**src/rtl/pbd_pkg.sv**
```systemverilog
package pbd_pkg;
  function automatic int idx_width(input int n);
    return (n > 1) ? $clog2(n) : 1;
  endfunction

  function automatic int len_width(input int n);
    return $clog2(n + 1);
  endfunction
endpackage

```
**src/rtl/pbd_edge_guard.sv**
```systemverilog
module pbd_edge_guard #(
  parameter int LANES = 4
) (
  input  logic [LANES-2:0] gate_i,
  output logic [LANES:0]   cut_o
);
  // cut_o[j] is the seam at the lower edge of lane j; both word edges are cuts
  always_comb begin
    cut_o[0]          = 1'b1;
    cut_o[LANES]      = 1'b1;
    cut_o[LANES-1:1]  = gate_i;
  end
endmodule

```
**src/rtl/pbd_run_match.sv**
```systemverilog
module pbd_run_match #(
  parameter int LANES = 4
) (
  input  logic [LANES:0]         cut_i,
  output logic [LANES-1:0]       start_o,
  output logic [LANES*LANES-1:0] code_o
);
  for (genvar l = 0; l < LANES; l++) begin : g_lane
    assign start_o[l] = cut_i[l];
    for (genvar k = 1; k <= LANES; k++) begin : g_len
      if (l + k > LANES) begin : g_none
        assign code_o[l*LANES + k - 1] = 1'b0;
      end else if (k == 1) begin : g_one
        assign code_o[l*LANES + k - 1] = cut_i[l] & cut_i[l+1];
      end else begin : g_run
        // cut at both ends, no cut strictly inside
        assign code_o[l*LANES + k - 1] =
          cut_i[l] & cut_i[l+k] & ~(|cut_i[l+k-1 -: k-1]);
      end
    end
  end
endmodule

```
**src/rtl/pbd_lane_locate.sv**
```systemverilog
module pbd_lane_locate
  import pbd_pkg::*;
#(
  parameter int LANES = 4,
  localparam int IDXW = idx_width(LANES),
  localparam int LENW = len_width(LANES)
) (
  input  logic [LANES*LANES-1:0] code_i,
  output logic [LANES*IDXW-1:0]  pos_o,
  output logic [LANES*LENW-1:0]  span_o
);
  for (genvar j = 0; j < LANES; j++) begin : g_lane
    logic [IDXW-1:0] pos_q;
    logic [LENW-1:0] span_q;
    always_comb begin
      pos_q  = '0;
      span_q = '0;
      // exactly one start at or below j covers lane j
      for (int s = 0; s <= j; s++) begin
        for (int k = 1; k <= LANES; k++) begin
          if (code_i[s*LANES + k - 1] && (s + k > j)) begin
            pos_q  = IDXW'(j - s);
            span_q = LENW'(k);
          end
        end
      end
    end
    assign pos_o[j*IDXW +: IDXW]  = pos_q;
    assign span_o[j*LENW +: LENW] = span_q;
  end
endmodule

```
**src/rtl/partition_len_decoder.sv**
```systemverilog
module partition_len_decoder
  import pbd_pkg::*;
#(
  parameter int LANES = 4,
  localparam int IDXW = idx_width(LANES),
  localparam int LENW = len_width(LANES)
) (
  input  logic [LANES-2:0]       gate_i,
  output logic [LANES-1:0]       start_o,
  output logic [LANES*LANES-1:0] len_code_o,
  output logic [LANES*IDXW-1:0]  pos_o,
  output logic [LANES*LENW-1:0]  span_o
);
  logic [LANES:0] cut;

  pbd_edge_guard #(.LANES(LANES)) u_guard (
    .gate_i (gate_i),
    .cut_o  (cut)
  );

  pbd_run_match #(.LANES(LANES)) u_match (
    .cut_i   (cut),
    .start_o (start_o),
    .code_o  (len_code_o)
  );

  pbd_lane_locate #(.LANES(LANES)) u_locate (
    .code_i (len_code_o),
    .pos_o  (pos_o),
    .span_o (span_o)
  );
endmodule

```
**config.mk**
```make
export PLATFORM = sky130hd
export DESIGN_NAME = partition_len_decoder
export DESIGN_NICKNAME = d
export VERILOG_FILES = /design/src/rtl/pbd_pkg.sv /design/src/rtl/pbd_edge_guard.sv /design/src/rtl/pbd_run_match.sv /design/src/rtl/pbd_lane_locate.sv /design/src/rtl/partition_len_decoder.sv
export SDC_FILE = /design/constraint.sdc
export NUM_CORES = 1
export LEC_CHECK = 0
export BUFFER_PORTS_ARGS = -buffer_cell sky130_fd_sc_hd__buf_2
export CAP_MARGIN = 20
export CORE_AREA = 8 8 45 47
export DETAILED_ROUTE_END_ITERATION = 10
export DIE_AREA = 0 0 53 55
export PLACE_DENSITY_LB_ADDON = 0.15
export SYNTH_ARGS = -nofsm -noshare
export SYNTH_HDL_FRONTEND = slang
export SYNTH_HIERARCHICAL = 1
export SYNTH_SLANG_ARGS = --single-unit
```
**constraint.sdc**
```tcl
create_clock -name vclk -period 4.9
set_clock_uncertainty 0.2 [all_clocks]
set_input_delay 1.225 -clock vclk [all_inputs]
set_output_delay 1.225 -clock vclk [all_outputs]
set_load 0.005 [all_outputs]
```
; ---- After elaboration in Yosys (flattened, before gate mapping)
; Cells that the tools add are included.
[totals]
register_bits = 0
input_bits = 3
[classes]
muxes = 36
bitwise_logic = 14
n_reduce_logical = 3
[op_table]
columns = operator, count
row1 = 2-to-1 mux 3 bit, 17
row2 = 2-to-1 mux 2 bit, 17
row3 = AND 1 bit, 8
row4 = NOT 1 bit, 6
row5 = OR reduction 2 bit, 2
row6 = OR reduction 3 bit, 1
row7 = 2-to-1 mux 1 bit, 2

; ---- Depth between registers and ports, before layout
; Gate-level depths: netlist (run 1).
[depth]
word_depth = 9
ltp_mapped = 7

; ---- Cells and area by module
; The synthesis (run 1) kept the hierarchy.
[by_module_without_submodules]
columns = module, n_inst, cells_each, area_per_inst_um2, seq_area_each_um2
row1 = pbd_lane_locate, 1, 54, 342.8, 0.0
row2 = pbd_run_match, 1, 23, 187.7, 0.0
row3 = pbd_edge_guard, 1, 6, 41.3, 0.0

; ---- Worst setup path before layout (run 1)
; No wires, ideal clock.
[synth_timing]
path_kind = input-to-output
startpoint = input port gate_i[2]
endpoint = output port span_o[7]
t_arrival_ps = 2685
path_slack_ps = 790
cell_stages = 5
n_path_buf = 1
path_cell_list = buf_4 > nor4bb_1 > nor2_1 > a211o_1 > a21oi_1
[synth_lines]
columns = element, line
row1 = start: declaration, partition_len_decoder.sv:8  ; input logic [LANES-2:0] gate_i,
row2 = OR reduction 2 bit, pbd_run_match.sv:18  ; cut_i[l] & cut_i[l+k] & ~(|cut_i[l+k-1 -: k-1]);
row3 = NOT 1 bit, pbd_run_match.sv:18
row4 = AND 1 bit, pbd_run_match.sv:18
row5 = named net len_code_o[6], partition_len_decoder.sv:10  ; output logic [LANES*LANES-1:0] len_code_o,
row6 = 2-to-1 mux 3 bit (3 in a row), pbd_lane_locate.sv:21  ; if (code_i[s*LANES + k - 1] && (s + k > j)) begin
row7 = end: declaration, partition_len_decoder.sv:12  ; output logic [LANES*LENW-1:0] span_o
; The timed path passes the listed nets, and every way through them passes these cells.

; ---- Worst setup path after layout (run 1)
[layout_timing]
startpoint = input port gate_i[0]
endpoint = output port span_o[3]
[layout_via]
elab_chain_cells = 8
[layout_lines]
columns = element, line
row1 = OR reduction 2 bit, pbd_run_match.sv:18
row2 = NOT 1 bit, pbd_run_match.sv:18
row3 = AND 1 bit, pbd_run_match.sv:18
row4 = 2-to-1 mux 3 bit (4 in a row), pbd_lane_locate.sv:21
row5 = 2-to-1 mux 3 bit (*), pbd_lane_locate.sv:21
; Every way passes the cells marked *; elsewhere a longest branch is shown, timed or not.

==> results of run 1 <==
==> layer usage <==
metal  GRT usage  up-vias  share of wire
li1            -      309              -
met1      0.1478      247           0.48
met2      0.1543       30           0.43
met3     0.01872        0          0.088
met4           0        0              0
met5           0        -              0
==> worst max-delay path: stages <==
cell	delay (ns)
buf_2	0.12
nand2b_4	0.16
nor4b_4	0.54
nand2b_4	0.24
o31a_1	0.14
o21ai_0	0.09
buf_2	0.13
==> placed cells by master (no fill, tap or decap), drive strengths merged, types with 3 or more instances in the layout <==
cell	instances
buf	35
conb	11
nor2	11
nand2b	6
a21oi	5
inv	4
and2	4
nand2	3
nor3	3
nor3b	3
==> synth_stat cells <==
master,instances,area (µm²)
nand2_1,3,11.26
nor4bb_1,1,10.01
inv_2,1,3.750
conb_1,3,11.26
nor4b_4,1,23.77
a211oi_1,2,15.01
and2_2,2,15.01
and2_1,2,12.51
a21oi_1,5,25.02
inv_1,3,11.26
buf_6,2,22.52
a211o_1,1,8.760
nor4_1,1,6.260
o2bb2ai_1,1,8.760
nand2b_4,2,27.53
nor3_1,3,15.01
o21ai_0,1,5.000
buf_4,19,142.6
nor3b_1,2,15.01
nor4b_2,1,15.01
nand2b_1,4,25.02
a221oi_2,1,15.01
or3_1,2,12.51
and3_1,1,6.260
nor3b_2,1,12.51
o31a_1,1,8.760
nor2_1,11,41.29
o31ai_1,2,15.01
a31oi_1,1,6.260
o21bai_1,2,15.01
o41ai_1,1,8.760
==> how the worst max path moves through the flow <==
stage,slack (ns),endpoint,depth (start not counted)
3_3_place_gp,0.83,span_o[3],7
2_1_floorplan,0.79,span_o[7],5
6_report,0.83,span_o[3],7
4_1_cts,0.80,span_o[3],7
3_5_place_dp,0.80,span_o[3],7
5_1_grt,0.66,span_o[3],7
==> through the flow <==
step / power (W) / setup slack, ns / utilization
3_5_place_dp: 0.00004637 / 0.8046 / 0.4602
6_report: 0.00004777 / 0.8306 / 0.4602
4_1_cts: 0.00004660 / 0.8020 / 0.4602
5_1_grt: 0.00005348 / 0.6611 / 0.4602
2_1_floorplan: 0.00004196 / 0.7899 / -
3_3_place_gp: 0.00004627 / 0.8324 / 0.4602
==> cell type report <==
class                           instances  area share
Timing Repair Buffer                   35      0.2829
Inverter                                4     0.02358
Multi-Input combinational cell         66      0.6621
Tap cell                               16     0.03143
==> kinds of logic (layout without fill, tap and decap cells) <==
| family | count (synthesis) | after routing | share of synthesized area |
|---|---|---|---|
| compound gates | 18 | 18 | 0.2297 |
| buf+inv | 25 | 39 | 0.3151 |
| other cells | 3 | 11 | 0.01969 |
| simple gates | 37 | 37 | 0.4354 |
==> where the power goes <==
| part | leakage (nW) | total (W) | internal, W | switching (W) |
|---|---|---|---|---|
| Sequential | 0 | 0 | 0 | 0 |
| Clock | 0 | 0 | 0 | 0 |
| Combinational | 0.324 | 0.0000478 | 0.0000200 | 0.0000278 |
==> run metrics, run 1 <==
Period Utilization, post-route 0.8305; hold_sp gate_i[0]; cts hold-fix bufs 0; die area about 2900 µm²; IO Port Bufs 33; Setup crit start kind primary input; yosys synthesis warning count 6; launch point of the worst path gate_i[0]; DR WL/cell 12.98 µm; Slew Viols, Final 0; Post-CTS Resized 0; pwr dens 75.01 nW/µm²; nets 110; Crit. End Element primary output; row cnt 14; drc violations 0; Finish-stage setup viols 0; Die W 53 µm; HPWL after DPL about 1300 µm; Initial Utilization 0.4132; # Post-CTS Setup Buffers 0; Via density between 4 and 5; area of the multi-input gates 421.7 µm²; Post-Syn Area 571.8 µm²; MaxCap Viol Count 0; DRT iter0 DRCs 8; post-synthesis cell type count 31; Worst EP arrival ~2.6 ns; unrepaired setup endpoints after global routing no; Slew headroom 0.6303; peak supply drop between 30 and 40 µV; wirelength, routed 1570 µm; fmax 0.2457 GHz; layout cell share with drive strength beyond 1 0.4190; grt total ovfl 0; # clk buffers 0; seq_cells 0; Fin Setup TNS 0 ns; status completed; WHS Path Cells 2; Hold EP start_o[1]; vias in the first global route between 500 and 600; final critical delay including setup and external delays 4.069 ns; P&R area growth vs syn 11.38%; dpl cells 121; data required time at the worst endpoint 3.47 ns; leakage roughly 0.32 nW; Post-Syn Instances 83; worst min path class primary input to primary output; die height around 55 µm; via count 586; syn_area_per_cell about 6.9 µm²; number of inserted diodes 0; RD Place Congestion slightly above 0.8; Crit Path Max Fanout 12; post-synthesis sequential area ratio 0; pin count of the biggest net entering global routing 14; endpoints failing hold 0; CP Class primary input to primary output; 1st-pass router iterations 4; GRT Util Overall 0.1003; global-route wire length before repair 2449 µm; Hold WS 2.484 ns; Layout Cells excl Fill 121; Post-DRT Antenna Nets 0; Tightest Pin Transition 0.5522 ns; antenna violations before repair 0; IO Pins 43; fillers 141; final instance area 636.9 µm²; core area ~1400 µm²; Reg area 0 µm²; Post-DP Area 636.9 µm²
Note: power is estimated with default switching activity, not from simulation.
==> inputs of run 2 (changes only) <==
CORE_AREA = default   (was 8 8 45 47)
CORE_MARGIN = 8   (was default)
CORE_UTILIZATION = 43   (was default)
DIE_AREA = default   (was 0 0 53 55)
clock period = 3.8 ns   (was 4.9 ns; I/O delays follow)
==> run 2 against run 1 <==
Net effect:
- count of clock-buffer cells in the layout unchanged
- first-iteration DRC count up 38%
- non-clock buffer count is 1 higher
- combinational power rose by 29%
- power grew 29%
- critical path depth is the same
- global-route usage rose by 0.60 points
- critical endpoint unchanged
- largest power group unchanged
==> run metrics, run 2 (synthesis gave the netlist of run 1 again) <==
status completed (unchanged); MaxCap Viol Count 0 (unchanged); peak supply drop 35.38 µV (was 32.01 µV); layout cell share with drive strength beyond 1 0.4245 (was 0.4190); number of inserted diodes 0 (unchanged); launch point of the worst path gate_i[0] (unchanged); Cell Chain, Critical Path buf_2 > nand2b_4 > nor4b_4 > nand2b_4 > o31a_1 > o21ai_0 > buf_2 (unchanged); seq_cells 0 (unchanged); cts hold-fix bufs 0 (unchanged); worst min path class primary input to primary output (unchanged); setup ws final 0.3977 ns (was 0.8306 ns); die area 2753 µm² (was 2915 µm²); Initial Utilization 0.4507 (was 0.4132); most common cell after layout, fill and taps aside buf_2 (unchanged); Reg area 0 µm² (unchanged); P&R area growth vs syn 12.47% (was 11.38%); RD Place Congestion 0.8087 (was 0.8132); fmax 0.2939 GHz; pre-CTS WS 0.3867 ns (was 0.8046 ns); Finish-stage setup viols 0 (unchanged); hold_sp gate_i[0] (unchanged); Worst setup endpoint span_o[3] (unchanged); Post-DRT Antenna Nets 0 (unchanged); via count 586 (unchanged); slowest CP cell nor4b_4 (unchanged); row cnt 13 (was 14); leakage 0.3294 nW (was 0.3240 nW); CP Class primary input to primary output (unchanged); Post-CTS Resized 0 (unchanged); antenna violations before repair 0 (unchanged); Period Utilization, post-route 0.8954; Crit Path Max Fanout 8 (was 12); Worst EP arrival 2.25 ns (was 2.64 ns); # Post-CTS Setup Buffers 0 (unchanged); HPWL after DPL 1332 µm (was 1306 µm); data required time at the worst endpoint 2.65 ns (was 3.47 ns); IO Port Bufs 33 (unchanged); 1st-pass router iterations 4 (unchanged); most frequent cells in the layout buf_2, conb_1, nor2_1 (unchanged); DR WL/cell 13.00 µm (was 12.98 µm); die height 52.47 µm (was 55 µm); drc violations 0 (unchanged); critical path's largest stage delay 0.43 ns (was 0.54 ns); Via density 4.843 (unchanged); # clk buffers 0 (unchanged); pwr dens 95.76 nW/µm² (was 75.01 nW/µm²); endpoints failing hold 0 (unchanged); vias in the first global route 550 (was 543); pin count of the biggest net entering global routing 14 (unchanged); core area 1269 µm² (was 1384 µm²); global-route wire length before repair 2497 µm (was 2449 µm); GRT Util Overall 0.1063 (was 0.1003); unrepaired setup endpoints after global routing no (unchanged); Fin Setup TNS 0 ns (unchanged); IO Pins 43 (unchanged); grt total ovfl 0 (unchanged); DRT iter0 DRCs 11 (was 8); final critical delay including setup and external delays 3.402 ns; Setup crit start kind primary input (unchanged); Die W 52.47 µm (was 53 µm); nets 111 (was 110); wirelength, routed 1573 µm (was 1570 µm); Crit. End Element primary output (unchanged); Slew Viols, Final 0 (unchanged)
==> run 2: layer usage <==
metal  track usage  wire length, µm
met1        0.1410              736
met2        0.1779              674
met3       0.02557              161
met4             0                0
met5             0                0
==> run 2: final cells by class <==
class                           instances  area [µm²]
Multi-Input combinational cell         66       421.7
Fill cell                             146       625.6
Timing Repair Buffer                   36       187.7
Tap cell                               15       18.77
Inverter                                4       15.01
==> run 2: per-stage QoR <==
stage	instances	cell area [µm²]	utilization	power, W	hold slack [ns]
after floorplan	91	601.8	-	0.00005411	1.877
after global placement	121	643.1	0.5069	0.00005972	1.928
final	121	643.1	0.5069	0.00006158	1.940
after detailed placement	121	643.1	0.5069	0.00006008	1.951
after global routing	121	643.1	0.5069	0.00006939	1.967
after CTS	121	643.1	0.5069	0.00006039	1.950
==> run 2: worst min-delay path by stage <==
stage	slack [ns]	to	cells after the start
after floorplan	1.88	len_code_o[3]	2
after global placement	1.93	start_o[1]	2
after detailed placement	1.95	start_o[1]	2
after CTS	1.95	start_o[1]	2
after global routing	1.97	start_o[1]	2
final	1.94	start_o[1]	2
==> run 2: power by group <==
| part | switching [W] | internal [W] |
|---|---|---|
| Clock | 0 | 0 |
| Combinational | 0.0000356 | 0.0000259 |
| Sequential | 0 | 0 |
| Total | 0.0000356 | 0.0000259 |
==> run 2: critical path: cells and delay by family <==
kind / cells / cell delay [ns]
simple gates: 3 / 0.80
compound gates: 2 / 0.23
buf+inv: 2 / 0.26
